==> config.mk <==
export PLATFORM = sky130hd
export DESIGN_NAME = adc_evt_irq
export DESIGN_NICKNAME = d
export VERILOG_FILES = /design/src/rtl/adc_evt_irq_pkg.sv /design/src/rtl/adc_evt_sticky.sv /design/src/rtl/adc_evt_chan_dec.sv /design/src/rtl/adc_evt_regs.sv /design/src/rtl/adc_evt_irq.sv
export SDC_FILE = /design/constraint.sdc
export NUM_CORES = 1
export LEC_CHECK = 0
export ABC_AREA = 1
export BUFFER_PORTS_ARGS = -buffer_cell sky130_fd_sc_hd__buf_2
export CORE_MARGIN = 4
export CORE_UTILIZATION = 49
export DETAILED_ROUTE_END_ITERATION = 7
export PLACE_DENSITY = 0.74
export RECOVER_POWER = 25
export SYNTH_ARGS = -nofsm -noshare
export SYNTH_HDL_FRONTEND = slang
export SYNTH_HIERARCHICAL = 1
export SYNTH_SLANG_ARGS = --single-unit
export TNS_END_PERCENT = 30
==> constraint.sdc <==
create_clock -name clk -period 1.65 [get_ports clk]
set_input_delay 0.33 -clock clk [delete_from_list [all_inputs] [get_ports clk]]
set_output_delay 0.33 -clock clk [all_outputs]
set_load 0.02 [all_outputs]
==> src/rtl/adc_evt_irq_pkg.sv <==
package adc_evt_irq_pkg;

  localparam int EV_NUM = 4;

  // Bit positions inside the event flag and event mask registers
  localparam int EV_CONV   = 0;
  localparam int EV_CHAIN  = 1;
  localparam int EV_ICONV  = 2;
  localparam int EV_ICHAIN = 3;

  typedef enum logic [1:0] {
    SEL_PEND  = 2'd0,
    SEL_CMASK = 2'd1,
    SEL_EFLAG = 2'd2,
    SEL_EMASK = 2'd3
  } reg_sel_e;

endpackage

==> src/rtl/adc_evt_sticky.sv <==
// Bank of sticky flags: set by events, cleared by write-one, set has priority.
module adc_evt_sticky #(
  parameter int W = 4
) (
  input  logic         clk,
  input  logic         rst,
  input  logic [W-1:0] set_i,
  input  logic [W-1:0] clr_i,
  output logic [W-1:0] flag_o,
  output logic [W-1:0] flag_nxt_o
);

  logic [W-1:0] flag_q;

  for (genvar i = 0; i < W; i++) begin : g_bit
    assign flag_nxt_o[i] = set_i[i] | (flag_q[i] & ~clr_i[i]);

    always_ff @(posedge clk) begin
      if (rst) flag_q[i] <= 1'b0;
      else     flag_q[i] <= flag_nxt_o[i];
    end
  end

  assign flag_o = flag_q;

endmodule

==> src/rtl/adc_evt_chan_dec.sv <==
// Turns a conversion strobe plus channel number into a one-hot set vector.
module adc_evt_chan_dec #(
  parameter int NUM_CH = 7,
  parameter int CH_W   = (NUM_CH > 1) ? $clog2(NUM_CH) : 1
) (
  input  logic              valid_i,
  input  logic [CH_W-1:0]   ch_i,
  output logic [NUM_CH-1:0] hit_o
);

  for (genvar c = 0; c < NUM_CH; c++) begin : g_ch
    assign hit_o[c] = valid_i && (ch_i == CH_W'(c));
  end

endmodule

==> src/rtl/adc_evt_regs.sv <==
// Mask registers, write decode for clears, registered read mux.
module adc_evt_regs
  import adc_evt_irq_pkg::*;
#(
  parameter int NUM_CH = 7,
  parameter int DATA_W = 7
) (
  input  logic              clk,
  input  logic              rst,
  input  logic              wr_en_i,
  input  logic [1:0]        addr_i,
  input  logic [DATA_W-1:0] wdata_i,
  input  logic [NUM_CH-1:0] pend_i,
  input  logic [EV_NUM-1:0] eflag_i,
  output logic [NUM_CH-1:0] pend_clr_o,
  output logic [EV_NUM-1:0] eflag_clr_o,
  output logic [NUM_CH-1:0] cmask_o,
  output logic [NUM_CH-1:0] cmask_nxt_o,
  output logic [EV_NUM-1:0] emask_o,
  output logic [EV_NUM-1:0] emask_nxt_o,
  output logic [DATA_W-1:0] rd_data_o
);

  reg_sel_e          sel;
  logic [NUM_CH-1:0] cmask_q;
  logic [EV_NUM-1:0] emask_q;
  logic [DATA_W-1:0] rd_q;
  logic [DATA_W-1:0] rd_nxt;

  assign sel = reg_sel_e'(addr_i);

  always_comb begin
    pend_clr_o  = '0;
    eflag_clr_o = '0;
    cmask_nxt_o = cmask_q;
    emask_nxt_o = emask_q;
    if (wr_en_i) begin
      unique case (sel)
        SEL_PEND:  pend_clr_o  = wdata_i[NUM_CH-1:0];
        SEL_CMASK: cmask_nxt_o = wdata_i[NUM_CH-1:0];
        SEL_EFLAG: eflag_clr_o = wdata_i[EV_NUM-1:0];
        SEL_EMASK: emask_nxt_o = wdata_i[EV_NUM-1:0];
        default: ;
      endcase
    end
  end

  always_comb begin
    rd_nxt = '0;
    unique case (sel)
      SEL_PEND:  rd_nxt[NUM_CH-1:0] = pend_i;
      SEL_CMASK: rd_nxt[NUM_CH-1:0] = cmask_q;
      SEL_EFLAG: rd_nxt[EV_NUM-1:0] = eflag_i;
      SEL_EMASK: rd_nxt[EV_NUM-1:0] = emask_q;
      default: ;
    endcase
  end

  always_ff @(posedge clk) begin
    if (rst) begin
      cmask_q <= '0;
      emask_q <= '0;
      rd_q    <= '0;
    end else begin
      cmask_q <= cmask_nxt_o;
      emask_q <= emask_nxt_o;
      rd_q    <= rd_nxt;
    end
  end

  assign cmask_o   = cmask_q;
  assign emask_o   = emask_q;
  assign rd_data_o = rd_q;

endmodule

==> src/rtl/adc_evt_irq.sv <==
module adc_evt_irq
  import adc_evt_irq_pkg::*;
#(
  parameter int NUM_CH = 7,
  parameter int CH_W   = (NUM_CH > 1) ? $clog2(NUM_CH) : 1,
  parameter int DATA_W = (NUM_CH > EV_NUM) ? NUM_CH : EV_NUM
) (
  input  logic              clk,
  input  logic              rst,
  input  logic              evt_conv_i,
  input  logic              evt_chain_i,
  input  logic              evt_iconv_i,
  input  logic              evt_ichain_i,
  input  logic [CH_W-1:0]   conv_ch_i,
  input  logic              wr_en_i,
  input  logic [1:0]        addr_i,
  input  logic [DATA_W-1:0] wdata_i,
  output logic [DATA_W-1:0] rd_data_o,
  output logic              irq_o
);

  logic [NUM_CH-1:0] ch_hit;
  logic [NUM_CH-1:0] pend_q, pend_nxt, pend_clr;
  logic [EV_NUM-1:0] ev_set;
  logic [EV_NUM-1:0] eflag_q, eflag_nxt, eflag_clr;
  logic [NUM_CH-1:0] cmask_q, cmask_nxt;
  logic [EV_NUM-1:0] emask_q, emask_nxt;
  logic              irq_q;

  adc_evt_chan_dec #(.NUM_CH(NUM_CH), .CH_W(CH_W)) u_dec (
    .valid_i (evt_conv_i | evt_iconv_i),
    .ch_i    (conv_ch_i),
    .hit_o   (ch_hit)
  );

  adc_evt_sticky #(.W(NUM_CH)) u_pend (
    .clk        (clk),
    .rst        (rst),
    .set_i      (ch_hit),
    .clr_i      (pend_clr),
    .flag_o     (pend_q),
    .flag_nxt_o (pend_nxt)
  );

  always_comb begin
    ev_set            = '0;
    ev_set[EV_CONV]   = evt_conv_i;
    ev_set[EV_CHAIN]  = evt_chain_i;
    ev_set[EV_ICONV]  = evt_iconv_i;
    ev_set[EV_ICHAIN] = evt_ichain_i;
  end

  adc_evt_sticky #(.W(EV_NUM)) u_eflag (
    .clk        (clk),
    .rst        (rst),
    .set_i      (ev_set),
    .clr_i      (eflag_clr),
    .flag_o     (eflag_q),
    .flag_nxt_o (eflag_nxt)
  );

  adc_evt_regs #(.NUM_CH(NUM_CH), .DATA_W(DATA_W)) u_regs (
    .clk         (clk),
    .rst         (rst),
    .wr_en_i     (wr_en_i),
    .addr_i      (addr_i),
    .wdata_i     (wdata_i),
    .pend_i      (pend_q),
    .eflag_i     (eflag_q),
    .pend_clr_o  (pend_clr),
    .eflag_clr_o (eflag_clr),
    .cmask_o     (cmask_q),
    .cmask_nxt_o (cmask_nxt),
    .emask_o     (emask_q),
    .emask_nxt_o (emask_nxt),
    .rd_data_o   (rd_data_o)
  );

  // Registered request built from the values being written this edge
  always_ff @(posedge clk) begin
    if (rst) irq_q <= 1'b0;
    else     irq_q <= (|(pend_nxt & cmask_nxt)) | (|(eflag_nxt & emask_nxt));
  end

  assign irq_o = irq_q;

endmodule

## Yosys cells after proc, flatten, opt, wreduce, memory -nomap -nowiden

Cells that the tools add are included.

| word-level totals | value |
|---|---|
| flip-flop bits (word level) | 30 |
| latch bits | 0 |
| bits in writable memories | 0 |
| ROM bits | 0 |
| bits of input ports | 19 |
| output and inout bits | 8 |
| memories | 0 |

| cells by class | value |
|---|---|
| add/subtract/negate cells | 0 |
| multiply operators | 0 |
| divide/modulo/power cells | 0 |
| magnitude comparators | 0 |
| equal/unequal tests | 9 |
| shift-type cells | 0 |
| muxes and demuxes | 10 |
| bitwise operators | 37 |
| reduce and logical (&&, ||, !) cells | 11 |

Operators with widths:

| kind | number |
|---|---|
| two-way mux 7 bit | 4 |
| two-way mux 4 bit | 4 |
| one-hot mux 4 bit (4 select lines) | 1 |
| bitwise OR 1 bit | 13 |
| bitwise AND 1 bit | 11 |
| inverter 1 bit | 11 |
| == test 3 bit, second input constant | 3 |
| bitwise AND 7 bit | 1 |
| logical AND 1 bit | 7 |
| OR reduction 7 bit | 1 |
| == test 3 x 2 -> 1 bit, second input constant | 2 |
| one-hot mux 3 bit (2 select lines) | 1 |
| bitwise AND 4 bit | 1 |
| == test 2 bit, second input constant | 2 |
| OR reduction 4 bit | 1 |
| == test 3 x 1 -> 1 bit, second input constant | 1 |
| logical NOT 3 bit | 1 |
| == test 2 x 1 -> 1 bit, second input constant | 1 |
| logical NOT 2 bit | 1 |

## Depth between registers and ports, before layout

| logic depth | value |
|---|---|
| word-level depth | 9 |
| depth in mapped cells | 13 |
| depth with buffers taken out | 12 |

## By module

Netlist, hierarchy kept.

By module, submodules not included:

| module | instances | cells each | area each (um^2) |
|---|---|---|---|
| adc_evt_regs | 1 | 152 | 909.6 |
| adc_evt_sticky (u_pend) | 1 | 42 | 297.8 |
| adc_evt_sticky (u_eflag) | 1 | 24 | 160.2 |
| adc_evt_irq | 1 | 26 | 120.1 |
| adc_evt_chan_dec | 1 | 16 | 62.6 |

## Least setup slack after synthesis

OpenSTA, ideal clock, no wires.

| timing path | value |
|---|---|
| path kind | input to register |
| start point | in addr_i[0] |
| end point | reg irq_q, in the netlist irq_o |
| setup time | 109 ps |
| arrival time | 1440 ps |
| data required time | 1541 ps |
| slack | 101 ps |
| stages on the path | 13 |
| path through | buf_2 nor2_1 nand2_1 nor2_1 clkinv_1 nand2_2 nand2_1 nand2_1 nand2_1 nor2_1 nand3_1 nand2_1 inv_1 |

| on the way | value |
|---|---|
| longest elaborated chain between the ends | 9 |
| elaborated cells between the ends (all ways) | 50 |
| classes of those cells | eq/ne: 3; mux: 8; bitwise: 36; reduce/logical: 3 |

Ends and longest elaborated chain:

| what | RTL line | source |
|---|---|---|
| start: declaration | adc_evt_irq.sv:16 | `input logic [1:0] addr_i,` |
| logical NOT 2 bit | adc_evt_regs.sv:38 | `unique case (sel)` |
| two-way mux 7 bit | adc_evt_regs.sv:38 |  |
| two-way mux 7 bit | adc_evt_regs.sv:37 | `if (wr_en_i) begin` |
| via pend_clr[6] | adc_evt_irq.sv:23 | `logic [NUM_CH-1:0] pend_q, pend_nxt, pend_clr;` |
| inverter 1 bit | adc_evt_sticky.sv:16 | `assign flag_nxt_o[i] = set_i[i] \| (flag_q[i] & ~clr_i[i]);` |
| bitwise AND 1 bit | adc_evt_sticky.sv:16 |  |
| bitwise OR 1 bit | adc_evt_sticky.sv:16 |  |
| via pend_nxt[6] | adc_evt_irq.sv:23 |  |
| bitwise AND 7 bit | adc_evt_irq.sv:82 | `else irq_q <= (\|(pend_nxt & cmask_nxt)) \| (\|(eflag_nxt & emask_nxt));` |
| OR reduction 7 bit | adc_evt_irq.sv:82 |  |
| bitwise OR 1 bit | adc_evt_irq.sv:82 |  |
| end signal: assignment | adc_evt_irq.sv:82 |  |
| end: declaration | adc_evt_irq.sv:28 | `logic irq_q;` |

The timed path passes the listed nets, and every way through them passes these cells.
A chain may end at the register's enable or synchronous reset.

## Worst setup path after layout

Ends and elaborated chain as after synthesis.

==> impl_metrics.toml <==
[run_status]
status = "finished clean"

[clock_tree]
cts_tree = "done"
cts-root-buf = "clkbuf_4"
h-tree-depth = 2
clock_latency_ns = 0.33
clockBufferDepth = 2
clkSlewWorstSetupHoldPaths_ns = 0.10
cts_hold_buf = 0
clkSinkCount = 30
cts_buffers = 5
postCtsSetupBuffers = 0
cts_resized = 0

[routing]
dr.pass1.iters = 5
wirelength_um = 3390
drt.antenna.violating_nets = 0
dr_total_vias = 1550
drt_iter0_drc = 113
drc = 0
viasPerCell = 4.55
wl_per_cell_um = 9.94

[min_path]
hold_end = "u_eflag/flag_o[3]"
hp-class = "input pin to flop"
hold_depth = 3
min_from = "evt_ichain_i"

[sta]
tightestPinTransition_ns = 0.314
setup_viol = 0
slew_headroom_pct = 79.0
period_minus_slack_ns = 1.30
drv_slew = 0
skew_ns = 0.00642
fmax_mhz = 767
period_share_pct = 79.0
hold_violations = 0
rsz0062_at_grt = "no"
finalSetupTns_ns = 0

[layout]
nNetsFinal = 315
diodes = 0
finalNonFillerCells = 341
area.growth.synth_to_final_pct = 17.9
final_common_cell = "nand2_1"
layout-drive-gt1-share_pct = 16.8
final_cell_mix = "nand2_1 (81), inv_1 (46), nor2_1 (37), dfxtp_1 (30), buf_2 (25)"
stdcell_area_mm2 = 0.00183
nFillCells = 315

[global_route]
grt_pass1_wl_um = 5830
track_usage_pct = 18.1
grt_antenna_before_repair = 0
grt_overflow = 0
grt_max_degree = 15
grt_pass1_vias = 1405

[synthesis]
syn-cell-area_mm2 = 0.00155
syn_avg_cell_area_um2 = 5.96
yosys.area.top_type = "dfxtp_1"
synth_area_leaders = "dfxtp_1 (39%), nand2_1 (20%), inv_1 (11%)"
ys_types = 13
syn_nets = 279
syn_inst = 260
yosysTopAreaCellShare_pct = 38.7
yosysSeqAreaShare_pct = 38.7
synth-seq-cells = 30
synth_warnings = 6

[job]
max_cap_viol_count = 0

[die]
die_x_um = 64.2
die_h_um = 64.2
io_pins = 27
coreArea_mm2 = 0.00303
rows = 20
start_util_pct = 51.2
fp.dieArea_mm2 = 0.00413

[placement]
place_congestion = 0.891
port_buffers = 26
dp_cells = 333
place_area_mm2 = 0.00177
dp_hpwl_um = 2630

[power]
p_leak_nw = 1.04
peakVddDrop_mv = 0.602
p_per_area_mw_per_mm2 = 813
p_total_mw = 1.49

[worst_setup_path]
crit_path_cell_trace = "clkbuf_1, nor2_1, nand2_1, nor2_1, clkinv_1, nand2_2, nand2_1, nand2_1, nand2_1, nor2_1, nand3_1, nand2_1, inv_1"
worstPathMaxFanout = 7
reg2reg_slack_ns = 0.60
critical_path_class = "input pin to flop"
timing.rr.start = "u_regs/cmask_o[3]"
r2r-end = "irq_o"
cpMostUsedCell = "nand2_1"
cpLargestDelayFamily = "simple AND/OR/NAND/NOR gates"
worst_setup_path_end_kind = "flop"
cp_slowest_cell = "nand2_1"
crit_arrival_ns = 1.54
critPathBufInv = 3
cp_slowest_stage_delay_ns = 0.17
crit_path_start_kind = "input pin"
reg2reg_depth = 10
worstPathRequired_ns = 1.89
worst reg2reg max path: stages, from the launching register on:
cell	delay [ns]
dfxtp_1	0.33
inv_1	0.05
nand2_1	0.05
nand2_1	0.10
inv_1	0.04
nand2_1	0.04
nand2_1	0.05
nor2_1	0.13
nand3_1	0.09
nand2_1	0.06
inv_1	0.03
cells in the mapped netlist:
cell type / count
nand2_2: 8
inv_1: 46
nor2_2: 2
or2_2: 1
dfxtp_1: 30
clkinv_1: 7
nor2_1: 37
a21oi_1: 18
buf_2: 3
nand3_1: 22
clkbuf_1: 1
o21ai_0: 4
nand2_1: 81
power by group:
part | leakage (nW) | switching, mW | total (mW) | internal (mW)
combinational | 0.755 | 0.156 | 0.248 | 0.0917
clock | 0.0353 | 0.254 | 0.461 | 0.206
sequential | 0.246 | 0.0170 | 0.779 | 0.762
total | 1.04 | 0.427 | 1.49 | 1.06
metrics by stage:
stage	hold WS [ns]	worst slack (ns)	utilization (%)
6_report	0.249	0.346	60.4
5_1_grt	0.231	0.166	60.4
4_1_cts	0.229	0.376	60.4
3_5_place_dp	0.452	0.0188	58.4
3_3_place_gp	0.450	0.0284	58.4
2_1_floorplan	0.399	0.101	-
worst max-delay path by stage:
stage / start / endpoint / cells past startpoint
after floorplan: addr_i[0] / irq_o / 13
after global placement: addr_i[0] / irq_o / 13
after detailed placement: addr_i[0] / irq_o / 13
after CTS: addr_i[0] / irq_o / 13
after global routing: addr_i[0] / irq_o / 13
final: addr_i[0] / irq_o / 13
layer usage:
metal	GRT usage [%]	vias to the layer above	part of all wire, %
met5	0	-	0
li1	-	847	-
met2	31.4	28	47
met3	5.62	5	5.4
met4	6.33	0	0.86
met1	20.9	670	47
area by class of cell:
cell class	instances	area, um^2	area share, %
Clock buffer	7	55.1	3.01
Timing Repair Buffer	33	181	9.92
Sequential cell	30	601	32.9
Inverter	53	199	10.9
Clock inverter	1	5.00	0.274
Tap cell	44	55.1	3.01
Multi-Input combinational cell	173	732	40.0
cell families after synthesis:
logic type             count (synthesis)  synth area share (%)
and+or+nand+nor                      151                  40.1
buffers and inverters                 57                  14.0
DFF                                   30                  38.7
AOI/OAI and AO/OA                     22                  7.10
state kept, by name (all words and copies together) (netlist names):
register	cells
irq_o	1
u_eflag/flag_o	4
u_pend/flag_o	7
u_regs/cmask_o	7
u_regs/emask_o	4
u_regs/rd_data_o	7
Power figures use the tool's default switching activity.
